**src/rtl/smb_fe_pkg.sv**
```systemverilog
package smb_fe_pkg;
  localparam int unsigned BYTE_W  = 8;
  localparam int unsigned STRAP_W = 3;
  localparam int unsigned DEV_W   = 4;
  localparam int unsigned BCNT_W  = $clog2(BYTE_W + 1);

  typedef enum logic [2:0] {
    ST_IDLE,
    ST_RX,
    ST_ACK,
    ST_TX,
    ST_MACK,
    ST_MNEXT,
    ST_WAIT
  } fe_state_e;
endpackage

```
**src/rtl/smb_sync.sv**
```systemverilog
module smb_sync #(
  parameter int unsigned WIDTH  = 2,
  parameter int unsigned STAGES = 2
) (
  input  logic             clk_i,
  input  logic             rst_ni,
  input  logic [WIDTH-1:0] d_i,
  output logic [WIDTH-1:0] q_o
);
  logic [WIDTH-1:0] stg_q [STAGES];

  always_ff @(posedge clk_i or negedge rst_ni) begin
    if (!rst_ni) begin
      for (int i = 0; i < int'(STAGES); i++) stg_q[i] <= '1;
    end else begin
      stg_q[0] <= d_i;
      for (int i = 1; i < int'(STAGES); i++) stg_q[i] <= stg_q[i-1];
    end
  end

  assign q_o = stg_q[STAGES-1];
endmodule

```
**src/rtl/smb_bus_cond.sv**
```systemverilog
module smb_bus_cond (
  input  logic clk_i,
  input  logic rst_ni,
  input  logic scl_s_i,
  input  logic sda_s_i,
  output logic scl_q_o,
  output logic scl_rise_o,
  output logic scl_fall_o,
  output logic start_o,
  output logic stop_o
);
  logic scl_q, sda_q;

  always_ff @(posedge clk_i or negedge rst_ni) begin
    if (!rst_ni) begin
      scl_q <= 1'b1;
      sda_q <= 1'b1;
    end else begin
      scl_q <= scl_s_i;
      sda_q <= sda_s_i;
    end
  end

  // conditions only count while SCL is high on both samples
  assign start_o    = scl_s_i & scl_q & sda_q & ~sda_s_i;
  assign stop_o     = scl_s_i & scl_q & ~sda_q & sda_s_i;
  assign scl_rise_o = scl_s_i & ~scl_q;
  assign scl_fall_o = ~scl_s_i & scl_q;
  assign scl_q_o    = scl_q;
endmodule

```
**src/rtl/smb_scl_timer.sv**
```systemverilog
module smb_scl_timer #(
  parameter int unsigned LIMIT = 3_000_000
) (
  input  logic clk_i,
  input  logic rst_ni,
  input  logic scl_s_i,
  output logic expire_o
);
  localparam int unsigned CW = $clog2(LIMIT + 1);
  localparam logic [CW-1:0] LIM     = CW'(LIMIT);
  localparam logic [CW-1:0] LIM_M1  = CW'(LIMIT - 1);

  logic [CW-1:0] cnt_q;

  always_ff @(posedge clk_i or negedge rst_ni) begin
    if (!rst_ni) begin
      cnt_q <= '0;
    end else if (scl_s_i) begin
      cnt_q <= '0;
    end else if (cnt_q != LIM) begin
      cnt_q <= cnt_q + 1'b1;
    end
  end

  // single pulse per low period; counter saturates afterwards
  assign expire_o = ~scl_s_i & (cnt_q == LIM_M1);
endmodule

```
**src/rtl/smb_slave_fe.sv**
```systemverilog
module smb_slave_fe
  import smb_fe_pkg::*;
#(
  parameter int unsigned SYNC_STAGES = 2,
  parameter int unsigned TIMEOUT_CYC = 3_000_000
) (
  input  logic               clk_i,
  input  logic               rst_ni,
  input  logic               scl_i,
  input  logic               sda_i,
  input  logic [STRAP_W-1:0] strap_i,
  input  logic               ack_req_i,
  input  logic [BYTE_W-1:0]  tx_data_i,
  output logic               sda_oe_o,
  output logic               start_o,
  output logic               stop_o,
  output logic               timeout_o,
  output logic               sel_valid_o,
  output logic [DEV_W-1:0]   dev_type_o,
  output logic               rw_o,
  output logic               rx_valid_o,
  output logic [BYTE_W-1:0]  rx_data_o,
  output logic               tx_load_o,
  output logic               mack_valid_o,
  output logic               nack_o
);
  logic [1:0] bus_s;
  logic       scl_s, sda_s, scl_q;
  logic       scl_rise, scl_fall, start_det, stop_det, tmo;

  smb_sync #(.WIDTH(2), .STAGES(SYNC_STAGES)) u_sync (
    .clk_i (clk_i),
    .rst_ni(rst_ni),
    .d_i   ({scl_i, sda_i}),
    .q_o   (bus_s)
  );
  assign scl_s = bus_s[1];
  assign sda_s = bus_s[0];

  smb_bus_cond u_cond (
    .clk_i     (clk_i),
    .rst_ni    (rst_ni),
    .scl_s_i   (scl_s),
    .sda_s_i   (sda_s),
    .scl_q_o   (scl_q),
    .scl_rise_o(scl_rise),
    .scl_fall_o(scl_fall),
    .start_o   (start_det),
    .stop_o    (stop_det)
  );

  smb_scl_timer #(.LIMIT(TIMEOUT_CYC)) u_timer (
    .clk_i   (clk_i),
    .rst_ni  (rst_ni),
    .scl_s_i (scl_s),
    .expire_o(tmo)
  );

  fe_state_e          state_q;
  logic [BCNT_W-1:0]  bcnt_q;
  logic [BYTE_W-2:0]  rx_sh_q;
  logic [BYTE_W-1:0]  tx_sh_q;
  logic               first_q, acked_q, ack_ph_q, oe_q;
  logic               rw_q;
  logic [DEV_W-1:0]   dev_q;
  logic [BYTE_W-1:0]  rx_data_q;
  logic               sel_v_q, rx_v_q, tx_ld_q, mack_v_q, nack_q;
  logic [BYTE_W-1:0]  rx_byte;
  logic               last_bit;

  assign rx_byte  = {rx_sh_q, sda_s};
  assign last_bit = (bcnt_q == BCNT_W'(BYTE_W - 1));

  always_ff @(posedge clk_i or negedge rst_ni) begin
    if (!rst_ni) begin
      state_q   <= ST_IDLE;
      bcnt_q    <= '0;
      rx_sh_q   <= '0;
      tx_sh_q   <= '0;
      first_q   <= 1'b0;
      acked_q   <= 1'b0;
      ack_ph_q  <= 1'b0;
      oe_q      <= 1'b0;
      rw_q      <= 1'b0;
      dev_q     <= '0;
      rx_data_q <= '0;
      sel_v_q   <= 1'b0;
      rx_v_q    <= 1'b0;
      tx_ld_q   <= 1'b0;
      mack_v_q  <= 1'b0;
      nack_q    <= 1'b0;
    end else begin
      sel_v_q  <= 1'b0;
      rx_v_q   <= 1'b0;
      tx_ld_q  <= 1'b0;
      mack_v_q <= 1'b0;
      if (tmo || stop_det) begin
        state_q <= ST_IDLE;
        oe_q    <= 1'b0;
      end else if (start_det) begin
        state_q  <= ST_RX;
        bcnt_q   <= '0;
        first_q  <= 1'b1;
        ack_ph_q <= 1'b0;
        oe_q     <= 1'b0;
      end else begin
        unique case (state_q)
          ST_RX: if (scl_rise) begin
            rx_sh_q <= rx_byte[BYTE_W-2:0];
            if (last_bit) begin
              bcnt_q   <= '0;
              ack_ph_q <= 1'b0;
              if (first_q) begin
                if (rx_byte[STRAP_W:1] == strap_i) begin
                  dev_q   <= rx_byte[BYTE_W-1 -: DEV_W];
                  rw_q    <= rx_byte[0];
                  sel_v_q <= 1'b1;
                  state_q <= ST_ACK;
                end else begin
                  state_q <= ST_WAIT;
                end
              end else begin
                rx_data_q <= rx_byte;
                rx_v_q    <= 1'b1;
                state_q   <= ST_ACK;
              end
            end else begin
              bcnt_q <= bcnt_q + 1'b1;
            end
          end
          ST_ACK: if (scl_fall) begin
            if (!ack_ph_q) begin
              ack_ph_q <= 1'b1;
              oe_q     <= ack_req_i;
              acked_q  <= ack_req_i;
            end else begin
              ack_ph_q <= 1'b0;
              first_q  <= 1'b0;
              bcnt_q   <= '0;
              if (!acked_q) begin
                oe_q    <= 1'b0;
                state_q <= ST_WAIT;
              end else if (rw_q) begin
                tx_sh_q <= tx_data_i;
                oe_q    <= ~tx_data_i[BYTE_W-1];
                tx_ld_q <= 1'b1;
                state_q <= ST_TX;
              end else begin
                oe_q    <= 1'b0;
                state_q <= ST_RX;
              end
            end
          end
          ST_TX: begin
            if (scl_rise) begin
              bcnt_q <= bcnt_q + 1'b1;
            end else if (scl_fall) begin
              if (bcnt_q == BCNT_W'(BYTE_W)) begin
                oe_q    <= 1'b0;
                state_q <= ST_MACK;
              end else begin
                // bit index 7-n equals ~n on three bits
                oe_q <= ~tx_sh_q[~bcnt_q[2:0]];
              end
            end
          end
          ST_MACK: if (scl_rise) begin
            mack_v_q <= 1'b1;
            nack_q   <= sda_s;
            state_q  <= sda_s ? ST_WAIT : ST_MNEXT;
          end
          ST_MNEXT: if (scl_fall) begin
            tx_sh_q <= tx_data_i;
            oe_q    <= ~tx_data_i[BYTE_W-1];
            tx_ld_q <= 1'b1;
            bcnt_q  <= '0;
            state_q <= ST_TX;
          end
          ST_IDLE, ST_WAIT: ;
          default: state_q <= ST_IDLE;
        endcase
      end
    end
  end

  assign sda_oe_o     = oe_q;
  assign start_o      = start_det;
  assign stop_o       = stop_det;
  assign timeout_o    = tmo;
  assign sel_valid_o  = sel_v_q;
  assign dev_type_o   = dev_q;
  assign rw_o         = rw_q;
  assign rx_valid_o   = rx_v_q;
  assign rx_data_o    = rx_data_q;
  assign tx_load_o    = tx_ld_q;
  assign mack_valid_o = mack_v_q;
  assign nack_o       = nack_q;
endmodule

```
**config.mk**
```make
export PLATFORM = sky130hd
export DESIGN_NAME = smb_slave_fe
export DESIGN_NICKNAME = d
export VERILOG_FILES = /design/src/rtl/smb_fe_pkg.sv /design/src/rtl/smb_sync.sv /design/src/rtl/smb_bus_cond.sv /design/src/rtl/smb_scl_timer.sv /design/src/rtl/smb_slave_fe.sv
export SDC_FILE = /design/constraint.sdc
export NUM_CORES = 1
export LEC_CHECK = 0
export BUFFER_PORTS_ARGS = -buffer_cell sky130_fd_sc_hd__buf_2
export CORE_AREA = 2 2 89 91
export CTS_CLUSTER_SIZE = 24
export DETAILED_ROUTE_END_ITERATION = 10
export DIE_AREA = 0 0 91 93
export PLACE_DENSITY = 0.76
export RECOVER_POWER = 50
export SETUP_SLACK_MARGIN = 0.05
export SYNTH_ARGS = -nofsm -noshare
export SYNTH_HDL_FRONTEND = slang
export SYNTH_SLANG_ARGS = --single-unit
```
**constraint.sdc**
```tcl
create_clock -name clk_i -period 2.4 [get_ports clk_i]
set_clock_uncertainty 0.1 [all_clocks]
set_input_delay 0.48 -clock clk_i [delete_from_list [all_inputs] [get_ports clk_i]]
set_output_delay 0.48 -clock clk_i [all_outputs]
set_load 0.01 [all_outputs]
```
==> impl_metrics.tcl, run 1 <==
set metrics [dict create \
    cts_buffers 9 \
    synth.avg_cell_area_um2 11.4 \
    path_buf_inv 1 \
    dr.pass1.iters 4 \
    hold_viol_final 0 \
    status "finished with violations" \
    worst_slack_ns -0.0539 \
    grt-ovfl-total 0 \
    hold_class "input pin to flip-flop" \
    syn_nets 342 \
    io_pins 38 \
    port_buffers 37 \
    clockBufferDepth 2 \
    period_share_pct 102 \
    power_frac_seq_pct 46.9 \
    switching_power_mw 0.970 \
    grt_first_pass_wirelength_mm 13.4 \
    yosys_warnings 0 \
    slowest_stage "or4b_4" \
    synth_edf_count 0 \
    cpPeakStageDelay_ns 0.55 \
    failed_checks "negative setup slack" \
    slew_violations 0 \
    endpoint_kind "primary output" \
    h-tree-depth 3 \
    worstPathMaxFanout 2 \
    critical_path_class "flip-flop to primary output" \
    grt_setup_unrepaired "yes" \
    critPathRequiredTime_ns 1.82 \
    antenna_left 0 \
    power_mw 3.13 \
    cts_root_buf "clkbuf_8" \
    dp_slack_ns 0.0635 \
    path_cells "or4b_4 -> nor4_4 -> and4_1 -> buf_2" \
    synthFlopType "dfrtp_1" \
    synth_compound_area_share_pct 8.33 \
    async_flop_share_pct 100 \
    netlist_area_um2 3660 \
    pwr-share-comb_pct 21.2 \
    fin_crit_ns 2.45 \
    drt-initial-drc-count 99 \
    antennaDiodeCount 0 \
    postSynthRegisterBits 72 \
    dieWidth_um 91 \
    rows 32 \
    p_per_area_nw_per_um2 718 \
    routed_wl_mm 8.11 \
    path_delay_family "simple AND/OR/NAND/NOR gates" \
    grt_max_degree 32 \
    dpl_cell_area_um2 4100 \
    ys_types 62 \
    switching_share_pct 31.0 \
    finalSetupViolCount 1 \
    layout_commonest_cell "dfrtp_1" \
    drt-wirelength-per-cell_um 16.5 \
    grt_usage_pct 20.1 \
    start_kind "flip-flop" \
    chipHeight_um 93 \
    relSlewSlack_pct 11.2 \
    muxShareOfSynthArea_pct 12.4 \
    clk_pin_slew_ns 0.08 \
    clock.fmax_ghz 0.408 \
    fillCellCount 661 \
    routabilityCongestion 0.965 \
    drive_above_1_share_pct 34.4 \
    synth_adder_area_share_pct 1.71 \
    power.leakage_nw 2.11 \
    initial_core_util_pct 48.7 \
    arrival_ns 1.87 \
    viasPerCell 5.63 \
    core-area_um2 7530 \
    synth_xor_area_share_pct 5.26 \
    seq_area_frac_synth_pct 49.4 \
    synthCells 321 \
    final_area_um2 4360 \
    cts_tree "built" \
    maxCapViolations 0 \
    clkPwrFrac_pct 31.9 \
    synth_top_family_by_area "simple AND/OR/NAND/NOR gates" \
    tightest_slew_ns 1.33 \
    antenna_found_initial 0 \
    num_vias 2766 \
    synthSimpleGateAreaFrac_pct 19.8 \
    cts_sinks 72 \
    design.die.area_um2 8460 \
    post-route-drc-count 0 \
    grt_pass1_vias 2793 \
    ir_drop_uv 471 \
    final_nets 405 \
    area_delta_synth_final_pct 19.0 \
    insertion_delay_ns 0.36 \
    internal_power_mw 2.16 \
    dp_hpwl_mm 5.63 \
    most-common-layout-cells "dfrtp_1 (65), buf_2 (36), nor2_1 (26)" \
]
==> cell usage after synthesis (8+ instances only) <==
library cell / instances / area share (%)
xor2_1: 18 / 4.3
mux2_4: 8 / 3.3
mux2_2: 22 / 6.8
and3_1: 11 / 1.9
nor2_1: 26 / 2.7
clkbuf_1: 10 / 1.0
nand2_1: 19 / 1.9
inv_1: 12 / 1.2
nand4_1: 8 / 1.4
nand3_1: 10 / 1.4
a21oi_1: 8 / 1.1
dfrtp_1: 66 / 45
==> state kept, by name (all words and copies together) (netlist names), 2 cells and up <==
register       count
u_timer.cnt_q     22
rx_data_o          8
tx_sh_q            8
rx_sh_q            7
bcnt_q             4
dev_type_o         4
state_q            3
u_sync.q_o         2
u_sync.stg_q       2
==> worst register-to-register path: stages, from the launching register on <==
cell	delay, ns
dfstp_1	0.81
nor2_1	0.17
a41o_4	0.34
a211oi_4	0.29
clkbuf_16	0.22
mux2_4	0.29
==> area by class of cell <==
cell class,instances,area (um^2),area share (%)
clock inverters,7,78.8,1.81
multi-input cells,224,1760,40.4
inverters,12,45.0,1.03
well taps,102,128,2.93
repair buffers,65,412,9.44
flip-flops and latches,72,1810,41.5
clock buffers,9,124,2.84
==> final timing paths <==
path	startpoint	endpoint	slack [ns]	cells past startpoint
max	u_timer.cnt_q[17]	timeout_o	-0.05	4
min	scl_i	u_sync.stg_q[3]	0.12	1
min in group asynchronous	rst_ni	rx_data_o[7]	0.29	1
max reg2reg	u_sync.q_o[1]	tx_sh_q[5]	0.08	5
min reg2reg	u_sync.stg_q[2]	u_sync.q_o[0]	0.26	0
max in group asynchronous	rst_ni	state_q[2]	0.42	2
==> per-stage QoR <==
step / util (%) / instances / hold slack [ns] / TNS, ns
6_report: 57.9 / 491 / 0.115 / -0.0539
5_1_grt: 57.9 / 491 / 0.102 / -0.631
4_1_cts: 57.4 / 488 / 0.0242 / -0.0938
3_5_place_dp: 54.5 / 470 / 0.249 / 0
3_3_place_gp: 54.5 / 470 / 0.248 / 0
2_1_floorplan: - / 321 / 0.0844 / 0
==> what timing repair did <==
item	CTS	global route
pin swaps	3	4
gates cloned	0	1
setup buffers	2	2
gates resized for setup	0	5
hold buffers	0	0
setup endpoints to repair	3	18
==> cells by family (layout without fill, tap and decap cells) <==
group                    after synthesis  in the layout
AO/OA/AOI/OAI                         40             40
multiplexers                          36             36
buffers and inverters                 25             93
flip-flops                            72             72
adder cells (fa/ha/maj)                5              5
AND/OR/NAND/NOR                      121            121
XOR/XNOR                              22             22
==> routing by layer <==
metal	wire length [um]	GRT usage, %	up-vias
met5	0	0	-
met4	140	8.21	0
met3	348	4.75	14
met2	4010	32.6	69
met1	3610	26.1	1390
li1	-	-	1293
==> power by group through the flow <==
stage	clock, mW	sequential, mW	combinational, mW
6_report	0.998	1.47	0.663
5_1_grt	1.07	1.49	0.733
4_1_cts	1.01	1.46	0.664
3_5_place_dp	0	1.48	0.659
3_3_place_gp	0	1.48	0.637
2_1_floorplan	0	1.46	0.440
(Power assumes the default switching activity.)
==> inputs of run 2 (changes only) <==
CORE_AREA = 2 2 73 110   (was 2 2 89 91)
DIE_AREA = 0 0 75 112   (was 0 0 91 93)
==> impl_metrics.tcl, run 2 (synthesis gave the netlist of run 1 again) <==
set metrics [dict create \
    relSlewSlack_pct 36.1 \
    rows 39 \
    routabilityCongestion 0.962 \
    routed_wl_mm 8.05 \
    h-tree-depth 3 \
    dp_hpwl_mm 5.73 \
    layout_commonest_cell "dfrtp_1" \
    drt-wirelength-per-cell_um 16.2 \
    antennaDiodeCount 0 \
    grt_max_degree 64 \
    grt_pass1_vias 2846 \
    largest_reg_flops 22 \
    top_register "u_timer.cnt_q" \
    dr.pass1.iters 4 \
    final_area_um2 4500 \
    status "finished with violations" \
    chipHeight_um 112 \
    antenna_left 0 \
    worst_slack_ns -0.178 \
    fillCellCount 618 \
    viasPerCell 5.55 \
    period_share_pct 107 \
    final_nets 411 \
    clk_pin_slew_ns 0.06 \
    grt_setup_unrepaired "yes" \
    port_buffers 37 \
    fin_crit_ns 2.58 \
    antenna_found_initial 0 \
    post-route-drc-count 0 \
    cts_sinks 72 \
    seq_area_um2 1810 \
    core-area_um2 7470 \
    grt-ovfl-total 0 \
    failed_checks "negative setup slack" \
    worstPathMaxFanout 2 \
    clockBufferDepth 2 \
    initial_core_util_pct 49.1 \
    most-common-layout-cells "dfrtp_1 (65), buf_2 (35), buf_4 (28)" \
    dp_slack_ns 0.118 \
    grt_usage_pct 21.0 \
    cts_buffers 9 \
    power.leakage_nw 2.19 \
    hold_class "input pin to flip-flop" \
    hold_viol_final 0 \
    endpoint_kind "primary output" \
    insertion_delay_ns 0.34 \
    design.die.area_um2 8400 \
    dpl_cell_area_um2 4120 \
    multi_input_comb_area_um2 1760 \
    critPathRequiredTime_ns 1.82 \
    io_pins 38 \
    final_core_util_pct 60.3 \
    cts_tree "built" \
    slew_violations 0 \
    ir_drop_uv 540 \
    maxCapViolations 0 \
    finalSetupViolCount 1 \
    p_per_area_nw_per_um2 768 \
    start_kind "flip-flop" \
    area_delta_synth_final_pct 22.8 \
    clock.fmax_ghz 0.388 \
    num_vias 2759 \
    drive_above_1_share_pct 34.7 \
    drt-initial-drc-count 161 \
    arrival_ns 2.00 \
    cts_root_buf "clkbuf_16" \
    tightest_slew_ns 0.958 \
    critical_path_class "flip-flop to primary output" \
    dieWidth_um 75 \
    grt_first_pass_wirelength_mm 13.3 \
]
run 2: cell count changes in the layout (fill, tap and decap cells not counted), sizes merged:
cell | previous run | this run
dlygate4sd3 | 0 | 1
clkinvlp | 3 | 2
buf | 59 | 64
clkinv | 1 | 4
inv | 14 | 12
run 2: critical path, cell delays in order, from the launching register on:
cell and delay [ns]:
dfrtp_1 0.38, or4bb_4 0.56, nor4_4 0.26, buf_4 0.16, and4_1 0.18, buf_2 0.13
run 2: what timing repair did:
item                                    in CTS  in global routing
hold buffers                                 1                  0
setup buffers                                5                  2
gates cloned                                 0                  1
gates resized for setup                      1                  3
hold endpoints to repair                     9                  0
endpoints found under the setup margin       1                 14
pin swaps                                    1                  0
run 2: metrics by stage:
step | total power, mW | hold WS, ns | cells | TNS (ns)
final | 3.46 | 0.140 | 497 | -0.178
after global routing | 3.63 | 0.128 | 497 | -0.319
after CTS | 3.48 | 0.129 | 494 | -0.198
after detailed placement | 2.16 | 0.247 | 472 | 0
after global placement | 2.13 | 0.246 | 472 | 0
after floorplan | 1.90 | 0.0844 | 321 | 0
run 2: layer usage:
layer / wire, um / part of all wire [%] / vias up / track usage (%)
met5: 0 / 0 / - / 0
met4: 329 / 4.1 / 0 / 11.2
met3: 307 / 3.8 / 25 / 5.25
met2: 4180 / 52 / 64 / 34.9
met1: 3230 / 40 / 1364 / 24.1
li1: - / - / 1306 / -
run 2: worst paths after layout:
kind | from | to | slack (ns) | cells after the start
max | u_timer.cnt_q[11] | timeout_o | -0.18 | 5
min | sda_i | u_sync.stg_q[2] | 0.14 | 1
max reg2reg | u_timer.cnt_q[11] | tx_sh_q[1] | 0.08 | 7
min reg2reg | u_sync.stg_q[2] | u_sync.q_o[0] | 0.26 | 0
max in group asynchronous | rst_ni | bcnt_q[1] | 0.32 | 3
min in group asynchronous | rst_ni | u_timer.cnt_q[16] | 0.54 | 2
run 2: report_power, final:
part	internal (mW)	switching, mW
Sequential	1.34	0.127
Clock	0.803	0.516
Combinational	0.343	0.328
Total	2.49	0.971
run 2: area by class of cell:
type                    count  area share (%)
well taps                 102            2.84
multi-input cells         224            39.0
inverters                  12            1.00
repair buffers             71            10.3
clock buffers               9            5.00
flip-flops and latches     72            40.2
clock inverters             7            1.61
